File: src/rtl/tuner_i2c_pkg.sv
package tuner_i2c_pkg;

  // Strobes from the control FSM to the datapath
  typedef struct packed {
    logic shiftIn;   // sample SDA into the receive shifter
    logic ackOn;     // pull SDA low for an acknowledge slot
    logic relSda;    // release SDA
    logic loadTx;    // load status byte and drive its MSB
    logic shiftTx;   // advance to the next transmit bit
    logic takeHi;    // capture first byte of a word
    logic commit;    // second byte arrived: write the word
    logic dropHi;    // discard a half-received word
  } dpCmd_t;

  typedef enum logic [2:0] {
    ST_IDLE,
    ST_ADDR,
    ST_ADDR_ACK,
    ST_WR_BYTE,
    ST_WR_ACK,
    ST_RD_BYTE,
    ST_SKIP
  } ctlState_t;

endpackage

File: src/rtl/tuner_i2c_sync.sv
module tuner_i2c_sync #(
  parameter int STAGES = 2
) (
  input  logic clk,
  input  logic rstN,
  input  logic lineIn,
  output logic lvl,
  output logic lvlQ
);
  logic [STAGES:0] chain;

  always_ff @(posedge clk or negedge rstN) begin
    if (!rstN) chain <= '1;
    else       chain <= {chain[STAGES-1:0], lineIn};
  end

  assign lvl  = chain[STAGES-1];
  assign lvlQ = chain[STAGES];
endmodule

File: src/rtl/tuner_i2c_ctrl.sv
module tuner_i2c_ctrl
  import tuner_i2c_pkg::*;
#(
  parameter int BYTE_W    = 8,
  parameter int MAX_BYTES = 4
) (
  input  logic   clk,
  input  logic   rstN,
  input  logic   sclRise,
  input  logic   sclFall,
  input  logic   startDet,
  input  logic   stopDet,
  input  logic   addrHit,
  input  logic   rwBit,
  output dpCmd_t cmd,
  output logic   ctlIdle
);
  localparam int BIT_W = $clog2(BYTE_W + 1);
  localparam int CNT_W = $clog2(MAX_BYTES + 1);
  localparam logic [BIT_W-1:0] BIT_LAST = BIT_W'(BYTE_W);
  localparam logic [BIT_W-1:0] TX_LAST  = BIT_W'(BYTE_W - 1);
  localparam logic [CNT_W-1:0] CNT_MAX  = CNT_W'(MAX_BYTES);

  ctlState_t        state;
  logic [BIT_W-1:0] bitCnt;
  logic [CNT_W-1:0] byteCnt;
  logic             rwMode;

  logic inRx, byteEnd, wrAck;

  always_comb begin
    inRx    = (state == ST_ADDR) || (state == ST_WR_BYTE);
    byteEnd = sclFall && inRx && (bitCnt == BIT_LAST);
    wrAck   = byteEnd && (state == ST_WR_BYTE) && (byteCnt < CNT_MAX);

    cmd         = '0;
    cmd.shiftIn = sclRise && inRx && (bitCnt < BIT_LAST);
    cmd.ackOn   = (byteEnd && (state == ST_ADDR) && addrHit) || wrAck;
    cmd.takeHi  = wrAck && !byteCnt[0];
    cmd.commit  = wrAck && byteCnt[0];
    cmd.loadTx  = sclFall && (state == ST_ADDR_ACK) && rwMode;
    cmd.shiftTx = sclFall && (state == ST_RD_BYTE) && (bitCnt != TX_LAST);
    cmd.relSda  = startDet || stopDet
               || (sclFall && (state == ST_ADDR_ACK) && !rwMode)
               || (sclFall && (state == ST_WR_ACK))
               || (sclFall && (state == ST_RD_BYTE) && (bitCnt == TX_LAST));
    cmd.dropHi  = startDet || stopDet;
  end

  assign ctlIdle = (state == ST_IDLE);

  always_ff @(posedge clk or negedge rstN) begin
    if (!rstN) begin
      state   <= ST_IDLE;
      bitCnt  <= '0;
      byteCnt <= '0;
      rwMode  <= 1'b0;
    end else if (startDet) begin
      state   <= ST_ADDR;
      bitCnt  <= '0;
      byteCnt <= '0;
    end else if (stopDet) begin
      state   <= ST_IDLE;
    end else begin
      unique case (state)
        ST_ADDR: begin
          if (cmd.shiftIn) bitCnt <= bitCnt + 1'b1;
          if (byteEnd) begin
            bitCnt <= '0;
            rwMode <= rwBit;
            state  <= addrHit ? ST_ADDR_ACK : ST_SKIP;
          end
        end
        ST_ADDR_ACK: begin
          if (sclFall) begin
            bitCnt <= '0;
            state  <= rwMode ? ST_RD_BYTE : ST_WR_BYTE;
          end
        end
        ST_WR_BYTE: begin
          if (cmd.shiftIn) bitCnt <= bitCnt + 1'b1;
          if (byteEnd) begin
            bitCnt <= '0;
            if (wrAck) begin
              byteCnt <= byteCnt + 1'b1;
              state   <= ST_WR_ACK;
            end else begin
              state   <= ST_SKIP;
            end
          end
        end
        ST_WR_ACK: begin
          if (sclFall) state <= ST_WR_BYTE;
        end
        ST_RD_BYTE: begin
          if (sclFall) begin
            if (bitCnt == TX_LAST) state <= ST_SKIP;
            else bitCnt <= bitCnt + 1'b1;
          end
        end
        default: ;
      endcase
    end
  end
endmodule

File: src/rtl/tuner_i2c_dp.sv
module tuner_i2c_dp
  import tuner_i2c_pkg::*;
#(
  parameter int          BYTE_W   = 8,
  parameter int          STATUS_W = 3,
  parameter int          SEL_W    = 2,
  parameter logic [4:0]  ADDR_FIX = 5'b11001,
  parameter int          WORD_W   = 2 * BYTE_W - 1
) (
  input  logic              clk,
  input  logic              rstN,
  input  dpCmd_t            cmd,
  input  logic              sdaBit,
  input  logic [SEL_W-1:0]  addrSel,
  input  logic [STATUS_W-1:0] status,
  output logic              addrHit,
  output logic              rwBit,
  output logic              sdaOe,
  output logic [WORD_W-1:0] freqWord,
  output logic              freqUpd,
  output logic [WORD_W-1:0] ctrlWord,
  output logic              ctrlUpd
);
  logic [BYTE_W-1:0] rxShift;
  logic [BYTE_W-1:0] txShift;
  logic [BYTE_W-1:0] hiByte;
  logic              hiValid;
  logic [WORD_W-1:0] newWord;
  logic [BYTE_W-1:0] statusByte;

  assign addrHit    = (rxShift[BYTE_W-1:1] == {ADDR_FIX, addrSel});
  assign rwBit      = rxShift[0];
  assign newWord    = {hiByte[BYTE_W-2:0], rxShift};
  assign statusByte = {{(BYTE_W-STATUS_W){1'b0}}, status};

  always_ff @(posedge clk or negedge rstN) begin
    if (!rstN) begin
      rxShift <= '0;
      txShift <= '0;
    end else begin
      if (cmd.shiftIn) rxShift <= {rxShift[BYTE_W-2:0], sdaBit};
      if (cmd.loadTx)       txShift <= statusByte;
      else if (cmd.shiftTx) txShift <= {txShift[BYTE_W-2:0], 1'b0};
    end
  end

  always_ff @(posedge clk or negedge rstN) begin
    if (!rstN) begin
      sdaOe <= 1'b0;
    end else if (cmd.relSda) begin
      sdaOe <= 1'b0;
    end else if (cmd.ackOn) begin
      sdaOe <= 1'b1;
    end else if (cmd.loadTx) begin
      sdaOe <= ~statusByte[BYTE_W-1];
    end else if (cmd.shiftTx) begin
      sdaOe <= ~txShift[BYTE_W-2];
    end
  end

  always_ff @(posedge clk or negedge rstN) begin
    if (!rstN) begin
      hiByte  <= '0;
      hiValid <= 1'b0;
    end else if (cmd.dropHi) begin
      hiValid <= 1'b0;
    end else if (cmd.takeHi) begin
      hiByte  <= rxShift;
      hiValid <= 1'b1;
    end else if (cmd.commit) begin
      hiValid <= 1'b0;
    end
  end

  always_ff @(posedge clk or negedge rstN) begin
    if (!rstN) begin
      freqWord <= '0;
      ctrlWord <= '0;
      freqUpd  <= 1'b0;
      ctrlUpd  <= 1'b0;
    end else begin
      freqUpd <= 1'b0;
      ctrlUpd <= 1'b0;
      if (cmd.commit && hiValid) begin
        if (hiByte[BYTE_W-1]) begin
          ctrlWord <= newWord;
          ctrlUpd  <= 1'b1;
        end else begin
          freqWord <= newWord;
          freqUpd  <= 1'b1;
        end
      end
    end
  end
endmodule

File: src/rtl/tuner_i2c_rx.sv
module tuner_i2c_rx
  import tuner_i2c_pkg::*;
#(
  parameter int         BYTE_W      = 8,
  parameter int         STATUS_W    = 3,
  parameter int         SEL_W       = 2,
  parameter int         SYNC_STAGES = 2,
  parameter int         MAX_BYTES   = 4,
  parameter logic [4:0] ADDR_FIX    = 5'b11001
) (
  input  logic                 clk,
  input  logic                 rstN,
  input  logic                 sclIn,
  input  logic                 sdaIn,
  output logic                 sdaOe,
  input  logic [SEL_W-1:0]     addrSel,
  input  logic [STATUS_W-1:0]  status,
  output logic [2*BYTE_W-2:0]  freqWord,
  output logic                 freqUpd,
  output logic [2*BYTE_W-2:0]  ctrlWord,
  output logic                 ctrlUpd
);
  localparam int WORD_W = 2 * BYTE_W - 1;
  localparam int N_LINES = 2;  // index 0: SCL, index 1: SDA

  logic [N_LINES-1:0] rawLine, lvl, lvlQ;
  assign rawLine = {sdaIn, sclIn};

  for (genvar g = 0; g < N_LINES; g++) begin : g_sync
    tuner_i2c_sync #(.STAGES(SYNC_STAGES)) u_sync (
      .clk(clk), .rstN(rstN), .lineIn(rawLine[g]), .lvl(lvl[g]), .lvlQ(lvlQ[g])
    );
  end

  logic sclRise, sclFall, startDet, stopDet, busEvt;
  assign sclRise  =  lvl[0] & ~lvlQ[0];
  assign sclFall  = ~lvl[0] &  lvlQ[0];
  assign startDet =  lvl[0] &  lvlQ[0] &  lvlQ[1] & ~lvl[1];
  assign stopDet  =  lvl[0] &  lvlQ[0] & ~lvlQ[1] &  lvl[1];
  assign busEvt   = startDet | stopDet;

  dpCmd_t cmd;
  logic   addrHit, rwBit, ctlIdle;

  tuner_i2c_ctrl #(.BYTE_W(BYTE_W), .MAX_BYTES(MAX_BYTES)) u_ctrl (
    .clk(clk), .rstN(rstN), .sclRise(sclRise), .sclFall(sclFall),
    .startDet(startDet), .stopDet(stopDet), .addrHit(addrHit), .rwBit(rwBit),
    .cmd(cmd), .ctlIdle(ctlIdle)
  );

  tuner_i2c_dp #(
    .BYTE_W(BYTE_W), .STATUS_W(STATUS_W), .SEL_W(SEL_W),
    .ADDR_FIX(ADDR_FIX), .WORD_W(WORD_W)
  ) u_dp (
    .clk(clk), .rstN(rstN), .cmd(cmd), .sdaBit(lvl[1]), .addrSel(addrSel),
    .status(status), .addrHit(addrHit), .rwBit(rwBit), .sdaOe(sdaOe),
    .freqWord(freqWord), .freqUpd(freqUpd), .ctrlWord(ctrlWord), .ctrlUpd(ctrlUpd)
  );
endmodule

File: config.mk
export PLATFORM = sky130hd
export DESIGN_NAME = tuner_i2c_rx
export DESIGN_NICKNAME = d
export VERILOG_FILES = /design/src/rtl/tuner_i2c_pkg.sv /design/src/rtl/tuner_i2c_sync.sv /design/src/rtl/tuner_i2c_ctrl.sv /design/src/rtl/tuner_i2c_dp.sv /design/src/rtl/tuner_i2c_rx.sv
export SDC_FILE = /design/constraint.sdc
export NUM_CORES = 1
export LEC_CHECK = 0
export ABC_AREA = 1
export CAP_MARGIN = 25
export CELL_PAD_IN_SITES_DETAIL_PLACEMENT = 2
export CELL_PAD_IN_SITES_GLOBAL_PLACEMENT = 2
export CORE_ASPECT_RATIO = 1.1
export CORE_MARGIN = 5
export CORE_UTILIZATION = 31
export CTS_BUF_LIST = sky130_fd_sc_hd__clkbuf_8
export DETAILED_ROUTE_END_ITERATION = 10
export PLACE_DENSITY_LB_ADDON = 0.1
export SYNTH_ARGS = -nofsm -noshare
export SYNTH_HDL_FRONTEND = slang
export SYNTH_SLANG_ARGS = --single-unit
File: constraint.sdc
create_clock -name clk -period 1.5 [get_ports clk]
set_input_delay 0.15 -clock clk [delete_from_list [all_inputs] [get_ports clk]]
set_output_delay 0.15 -clock clk [all_outputs]
set_load 0.05 [all_outputs]
=== Word-level counts from Yosys, hierarchy flattened ===
Index checks and enable logic that the tools add are counted.

* Bits in read-only memories: 0
* Bits of input ports: 9
* Logic and storage cells: 135
* Bits in latches: 0
* Memories kept: 0
* Memory bits (writable): 0
* Register bits after elaboration: 74

* Mux-type cells: 38
* Multiply operators: 0
* Shifts and indexed selects: 0
* Reduce and logical (&&, ||, !) cells: 42
* Equality and inequality tests: 20
* Bitwise logic cells: 16
* Add/sub/neg operators: 2
* Div/mod/pow operators: 0
* Magnitude comparators: 2

{| class="wikitable"
|+ Operators by type and width
! kind !! number
|-
| 3-bit 2-to-1 mux || 15
|-
| 4-bit 2-to-1 mux || 7
|-
| 4-bit by 1-bit inequality test with 1-bit output, second input constant || 6
|-
| 1-bit logical AND || 18
|-
| 3-bit case mux with 5 select lines || 1
|-
| 7-bit 2-to-1 mux || 2
|-
| 4-bit case mux with 3 select lines || 1
|-
| 1-bit 2-to-1 mux || 11
|-
| 1-bit inverter || 9
|-
| 4-bit AND reduction || 2
|-
| 2-bit nonzero test || 4
|-
| 4-bit nonzero test || 2
|-
| 1-bit bitwise AND || 7
|-
| 7-bit == test || 1
|-
| 7-bit AND reduction || 1
|-
| 7-bit nonzero test || 1
|-
| 3-bit by 2-bit == test with 1-bit output, second input constant || 2
|-
| 3-bit == test, second input constant || 2
|-
| 1-bit logical OR || 6
|-
| 3-bit by 1-bit inequality test with 1-bit output, second input constant || 2
|-
| 2-bit AND reduction || 3
|-
| 6-bit AND reduction || 1
|-
| 4-bit by 1-bit adder with 4-bit output, second input constant || 1
|-
| 4-bit by 3-bit == test with 1-bit output, second input constant || 1
|-
| 13 further kinds || 14
|}

=== Depth between registers and ports, before layout ===
Gate-level depths: netlist (run 1).

* Depth in word-level cells: 11
* Depth in mapped cells: 11

=== By module ===
A second synthesis (run 1) with hierarchy kept.

* Cell total of the unflattened synthesis: 370
* Area total of the unflattened synthesis: 3379.5 um^2

{| class="wikitable"
|+ By module, submodules not included
! module !! cells each !! seq. area each (um^2) !! times used !! area each (um^2)
|-
| tuner_i2c_dp || 228 || 1426.4 || 1 || 2328.5
|-
| tuner_i2c_ctrl || 125 || 275.3 || 1 || 852.1
|-
| tuner_i2c_sync || 3 || 78.8 || 2 || 78.8
|-
| tuner_i2c_rx || 11 || 0.0 || 1 || 41.3
|}

=== Worst setup path before layout (run 1) ===
Ideal clock, no wire load.

* Path kind: register to register
* Start: reg u_ctrl.bitCnt[0]
* End: reg u_dp.ctrlWord[10]
* Arrival: 1.443 ns
* Period minus slack after synthesis: 1.564 ns
* Setup time: 0.121 ns
* Path slack: -0.064 ns
* Data required time: 1.379 ns
* Buffers on the path: 1
* Stages on the path, launching flop included: 9
* Path through: dfrtp_1 > inv_1 > ha_1 > nand3_1 > nor2_1 > nand2_2 > nor3b_4 > buf_2 > o21ai_1

* Cells in the longest elaborated chain, start to end: 7

{| class="wikitable"
|+ RTL lines
! what !! RTL line !! source
|-
| from (decl) || tuner_i2c_ctrl.sv:25 || <nowiki>logic [BIT_W-1:0] bitCnt;</nowiki>
|-
| from (signal assigned) || tuner_i2c_ctrl.sv:67 || <nowiki>if (cmd.shiftIn) bitCnt <= bitCnt + 1'b1;</nowiki>
|-
| from (signal assigned) || tuner_i2c_ctrl.sv:81 || <nowiki>if (cmd.shiftIn) bitCnt <= bitCnt + 1'b1;</nowiki>
|-
| from (signal assigned) || tuner_i2c_ctrl.sv:98 || <nowiki>else bitCnt <= bitCnt + 1'b1;</nowiki>
|-
| 4-bit == test || tuner_i2c_ctrl.sv:33 || <nowiki>byteEnd = sclFall && inRx && (bitCnt == BIT_LAST);</nowiki>
|-
| 1-bit logical AND || tuner_i2c_ctrl.sv:33 ||
|-
| 1-bit logical AND (2 in series) || tuner_i2c_ctrl.sv:34 || <nowiki>wrAck = byteEnd && (state == ST_WR_BYTE) && (byteCnt < CNT_MAX);</nowiki>
|-
| 1-bit logical AND || tuner_i2c_ctrl.sv:40 || <nowiki>cmd.commit = wrAck && byteCnt[0];</nowiki>
|-
| 1-bit logical AND || tuner_i2c_dp.sv:84 || <nowiki>if (cmd.commit && hiValid) begin</nowiki>
|-
| 2-bit AND reduction (no source line) || - ||
|-
| to (signal assigned) || tuner_i2c_dp.sv:86 || <nowiki>ctrlWord <= newWord;</nowiki>
|-
| to (decl) || tuner_i2c_dp.sv:21 || <nowiki>output logic [WORD_W-1:0] ctrlWord,</nowiki>
|}

Every way passes these cells.
A chain may end at the register's enable or synchronous reset.

=== Final worst setup path (run 1) ===
* Start: reg u_ctrl.bitCnt[0]
* End: reg u_dp.ctrlWord[9]

The elaborated chain is that of the path after synthesis.

==> results of run 1 <==
==> layout by cell type (no fill, tap or decap), drive strengths merged, types with 7 or more instances in the layout <==
| cell | n |
|---|---|
| buf | 87 |
| clkbuf | 11 |
| clkdlybuf4s50 | 7 |
| dfrtp | 68 |
| inv | 73 |
| nand2 | 113 |
| nand3 | 27 |
| nor2 | 20 |
| o21ai | 52 |
==> routing by layer <==
| metal | vias up | part of all wire, % | GRT usage, % |
|---|---|---|---|
| li1 | 1416 | - | - |
| met1 | 1517 | 38 | 18.4 |
| met2 | 39 | 58 | 32.5 |
| met3 | 13 | 2.7 | 3.40 |
| met4 | 0 | 1.4 | 4.80 |
| met5 | - | 0 | 0 |
==> cell usage after synthesis <==
library cell    n
inv_2           3
nand3b_1        1
dfrtp_1        68
dfstp_2         6
ha_1            3
nand3_1        27
buf_2           6
o21ai_0        34
o221ai_1        2
a21oi_1         6
o21ai_1        18
inv_1          68
nor3_2          1
nand4_1         3
nor3_1          1
nor2_1         20
nor3b_4         1
o22ai_1         3
buf_4           2
nand2_2         3
or2_2           1
nand2_1       108
==> state kept, by name (all words and copies together) (netlist names) <==
signal	count
u_dp.sdaOe	1
u_dp.ctrlWord	15
u_dp.rxShift	8
u_dp.hiValid	1
u_dp.freqUpd	1
u_ctrl.bitCnt	4
u_ctrl.rwMode	1
u_ctrl.byteCnt	3
u_ctrl.state	3
g_sync.u_sync.chain	6
u_dp.ctrlUpd	1
u_dp.freqWord	15
u_dp.txShift	7
u_dp.hiByte	8
==> through the flow <==
step,hold WS (ns),instance area [sq um],total power [mW],util (%)
floorplan,-0.146,3240,3.12,-
global placement,0.100,4060,3.65,39.4
detailed placement,0.100,4060,3.72,39.4
CTS,0.181,4560,5.56,44.3
global route,0.188,4880,6.13,47.4
finish,0.201,4880,5.73,47.4
==> worst paths after layout <==
path | to | startpoint | slack [ns] | cells past startpoint
worst max-delay path | u_dp.ctrlWord[9] | u_ctrl.bitCnt[0] | -0.20 | 10
worst min-delay path | g_sync[1].u_sync.chain[0] | sdaIn | 0.20 | 1
worst max register to register | u_dp.ctrlWord[9] | u_ctrl.bitCnt[0] | -0.20 | 10
worst min register to register | g_sync[0].u_sync.chain[1] | g_sync[0].u_sync.chain[0] | 0.35 | 0
max in group asynchronous | u_dp.txShift[6] | rstN | 0.62 | 3
min in group asynchronous | u_dp.ctrlWord[3] | rstN | 0.27 | 2
==> cells by family after synthesis <==
logic type,count (synthesis),share of synthesized area (%)
DFF,74,57.5
AOI/OAI and AO/OA,63,10.1
buffers and inverters,79,9.63
and+or+nand+nor,166,21.7
adders and majority gates,3,1.16
==> power groups by stage <==
stage	registers (mW)	clock network (mW)	logic, mW
finish	2.36	1.58	1.79
global route	2.39	1.74	2.00
global placement	2.39	0	1.26
floorplan	2.38	0	0.735
detailed placement	2.40	0	1.32
CTS	2.35	1.64	1.56
==> cell type report <==
type,count,area (sq um),area share [%]
tap,143,179,3.66
multi-input combinational,234,1490,30.5
sequential,74,1860,38.1
timing repair buffer,97,875,17.9
inverter,71,284,5.82
clock buffer,9,124,2.54
clock inverter,7,70.1,1.44
==> what timing repair did <==
item / 4_1_cts / 5_1_grt
endpoints found under the setup margin: 57 / 68
resized for setup: 63 / 64
gates cloned: 1 / 4
hold buffers: 1 / 0
buffers inserted: 8 / 7
pin swaps: 3 / 21
endpoints found under the hold margin: 20 / 0
==> metrics, run 1 <==
WL final between 10000 and 15000 um; Non-Filler Instances about 640; DR vias between 2000 and 3000; area share of the largest cell type after synthesis 52.6%; share of the yosys chip area belonging to registers between 50% and 60%; pwr dens approximately 1200 nW/um^2; Via density around 4.7; result of the run complete, but fails checks; Max Cap Violations 0; CTS Buf Count 9; Syn Area/Cell 8.40 sq um; Worst-Margin Slew approximately 0.55 ns; CTS tree built; final-layout fill cell count between 1000 and 1500; critical path class reg -> reg; first-pass GRT wire length between 15000 and 20000 um; Seq cells post-synth between 70 and 80; post-synthesis cell count approximately 390; slowest CP cell dfrtp_1; Logic pwr share a little under a third; CTS root buf clkbuf_8; Rows 39; chip width 107 um; crit path time final about 1.7 ns; internal power about 3.7 mW; post-detail-place hpwl approximately 6800 um; yosys warns 0; Area Overhead vs Synth 50.9%; Final setup viols 59; crit path DAT slightly below 2 ns; I/O Pins 42; max incr delay on CP between 0.4 and 0.5 ns; vias in the first global route about 3300; die area approximately 13000 sq um; WP buf/inv 3; Die Y around 120 um; crit-path cells inv_2, ha_4, nand3_4, nor2_4, nand2_4, nor3b_4, buf_6, clkbuf_16, nand2_1, o21ai_1; clock latency on the worst-skew pair 0.35 ns; Place WS -0.237 ns; CTS Buffer Depth 2; Clk pwr share between 20% and 30%; Clock Skew about 0.012 ns; Final Hold Viols 0; core box area ~10000 sq um; setup ws final -0.197 ns; Cell Area, Synth 3240 sq um; routed len/inst ~17 um; layout cell share with drive strength beyond 1 between 30% and 40%; Worst-path clk slew about 0.090 ns; Pins Over Slew Limit 0; DRC viols 0; Psw slightly above 2 mW; largest net degree at the start of global routing 49; post-synthesis cell type count 22; Placed Instances 602; Mapped Nets a little under 400; clk sinks 74; gpl congestion between 0.7 and 0.8; switching share of power roughly 36%; Starting Density 31.4%; Final nets 499; Fmax approximately 0.59 GHz; dominant cell type by area after synthesis dfrtp_1; H-Tree Depth 3; Slew HR between 60 and 70%; top post-synthesis cells by area dfrtp_1 53%, nand2_1 13%, inv_1 7.9%; WP data required ~1.8 ns; failing checks setup timing; GRT overflow 0; antenna violations before repair 0; Pre-Repair DR Iteration Count 5; total track usage 16.7%; Setup crit start kind register; Min-Delay Path Class in -> reg; Critical Path Fanout Max 8; critical path endpoint category register; Final period util 113%; IO Port Bufs a little over 40; initial DRC count 57; Final TNS setup -5.08 ns; leakage power 2.38 nW; ANT cells 0; RSZ-0062 raised after global routing true; Flop pwr share between 40% and 50%; antenna viol nets, final 0; VDD IR max between 0.0007 and 0.0008 V; delay-heaviest family, CP simple AND/OR/NAND/NOR gates
(Power assumes the default switching activity.)
==> inputs of run 2 (changes only) <==
--- a/config.mk
+++ b/config.mk
@@ -11,7 +11,7 @@
 export CELL_PAD_IN_SITES_GLOBAL_PLACEMENT = 2
 export CORE_ASPECT_RATIO = 1.1
 export CORE_MARGIN = 5
-export CORE_UTILIZATION = 31
+export CORE_UTILIZATION = 34
 export CTS_BUF_LIST = sky130_fd_sc_hd__clkbuf_8
 export DETAILED_ROUTE_END_ITERATION = 10
 export PLACE_DENSITY_LB_ADDON = 0.1
==> constraint.sdc (replaced) <==
create_clock -name clk -period 1.61 [get_ports clk]
set_input_delay 0.161 -clock clk [delete_from_list [all_inputs] [get_ports clk]]
set_output_delay 0.161 -clock clk [all_outputs]
set_load 0.05 [all_outputs]
==> run 2 against run 1 <==
- the flow still finishes with violations (setup timing)
- cell count decreased by 7.2%
- sequential cell count unchanged
- sequential power decreased by 6%
- global-route usage increased by 3.0 points
- maximum frequency about the same
- worst hold slack improved by 0.0082 ns
- utilization increased by 0.84 points
- critical path type unchanged
- highest routed layer unchanged
==> metrics, run 2 (synthesized netlist as in run 1, its figures left out) <==
failing checks setup timing; Levels on crit path 8; Final Hold Viols 0; chip width roughly 100 um; max incr delay on CP about 0.55 ns; pwr dens between 1000 and 1500 nW/um^2; clk sinks 74; Via density 4.92; most frequent cells in the layout 85 x nand2_1, 68 x dfrtp_1, 64 x buf_4; layout cell share with drive strength beyond 1 33.3%; Logic pwr share 26.1%; critical path endpoint category register; clock latency on the worst-skew pair around 0.36 ns; core box area around 9400 sq um; CP startpoint g_sync[0].u_sync.chain[2]; Worst-Margin Slew around 0.31 ns; RSZ-0062 raised after global routing true; antenna violations before repair 0; Placed Instances around 560; ANT cells 0; Die Y about 110 um; delay-heaviest family, CP simple AND/OR/NAND/NOR gates; IO Port Bufs between 40 and 50; Final nets about 480; Non-Filler Instances 589; cells on worst reg2reg path 8; Setup crit start kind register; crit path DAT 1.98 ns; I/O Pins 42; Place WS -0.156 ns; Clock Skew 0.00804 ns; internal power about 3.6 mW; DRC viols 0; vias in the first global route around 3400; Area Overhead vs Synth 39.5%; setup ws final -0.0886 ns; CTS Buf Count 9; Flop pwr share between 40% and 50%; routed len/inst between 15 and 20 um; Starting Density between 30% and 40%; switching share of power between 30% and 40%; HP Start sclIn; GRT overflow 0; antenna viol nets, final 0; post-detail-place hpwl ~6800 um; crit-path cells nand2_1, nor2_4, nand2_4, nor3b_4, buf_6, buf_12, nand2_2, o21ai_1; Worst-path clk slew 0.07 ns; Slew HR 79.4%; DR vias 2899; total track usage between 15 and 20%; worst hold stages 1; r2r setup slk -0.09 ns; Placement Cell Area slightly below 4000 sq um; r2r startpoint g_sync[0].u_sync.chain[2]; Clk pwr share around a third; CTS root buf clkbuf_8; Final setup viols 20; Critical Path Fanout Max 8; CTS Buffer Depth 2; slowest CP cell dfstp_2; die area ~12000 sq um; Rows 37; WL final ~11000 um; H-Tree Depth 3; WP data required 1.89 ns; final-layout fill cell count approximately 1000; Largest regs u_dp.ctrlWord x15, u_dp.freqWord x15; final hold slack 0.209 ns; initial DRC count a little over 60; RR Endpoint u_dp.ctrlWord[1]; Fmax between 0.5 and 0.6 GHz; Hold Crit Endpoint g_sync[0].u_sync.chain[0]; Pre-Repair DR Iteration Count 4; commonest non-fill, non-tap cell in the layout nand2_1; first-pass GRT wire length between 15000 and 20000 um; critical path class reg -> reg; VDD IR max around 0.00056 V; crit path time final approximately 1.7 ns; CTS tree built; Psw approximately 1.8 mW; leakage power 2.31 nW; result of the run complete, but fails checks; Final period util 106%; Max Cap Violations 0; WP buf/inv 2; Min-Delay Path Class in -> reg; final core utilization around half; Pins Over Slew Limit 0; gpl congestion 0.733; largest net degree at the start of global routing between 50 and 60; Final Cell Area roughly 4500 sq um
run 2: worst max-delay path by stage:
| stage | to | slack (ns) |
|---|---|---|
| floorplan | u_dp.ctrlWord[10] | 0.05 |
| global placement | u_ctrl.state[1] | -0.02 |
| detailed placement | u_dp.ctrlWord[7] | -0.16 |
| CTS | u_dp.ctrlWord[11] | -0.08 |
| global route | u_dp.ctrlWord[11] | -0.15 |
| finish | u_dp.ctrlWord[1] | -0.09 |
run 2: power groups by stage:
| stage | sequential, mW | combinational [mW] | clock [mW] |
|---|---|---|---|
| finish | 2.23 | 1.41 | 1.77 |
| global route | 2.26 | 1.60 | 1.90 |
| CTS | 2.21 | 1.30 | 1.81 |
| detailed placement | 2.25 | 1.17 | 0 |
| global placement | 2.24 | 1.11 | 0 |
| floorplan | 2.22 | 0.685 | 0 |
run 2: per-layer routing:
layer | up-vias | track usage (%) | share of wire [%]
met3 | 11 | 3.29 | 3.0
met4 | 0 | 5.79 | 1.1
li1 | 1369 | - | -
met2 | 38 | 37.4 | 58
met5 | - | 0 | 0
met1 | 1481 | 21.9 | 38
run 2: through the flow:
step / power (mW) / TNS [ns]
final: 5.42 / -1.09
after global routing: 5.75 / -3.61
after CTS: 5.31 / -1.08
after detailed placement: 3.42 / -3.63
after global placement: 3.35 / -0.0552
after floorplan: 2.90 / 0
run 2: repair_timing:
action / 4_1_cts / 5_1_grt
setup endpoints to repair: 54 / 59
cloned: 2 / 0
endpoints found under the hold margin: 20 / 0
hold buffers: 1 / 0
pin swaps: 5 / 6
gates resized for setup: 35 / 42
buffers inserted: 7 / 1
run 2: layout make-up:
cell class,count,area [sq um],share of cell area (%)
Clock buffer,9,124,2.74
Clock inverter,7,118,2.61
Inverter,71,267,5.91
Multi-Input combinational cell,232,1320,29.2
Sequential cell,74,1860,41.2
Tap cell,117,146,3.24
Timing Repair Buffer,79,682,15.1
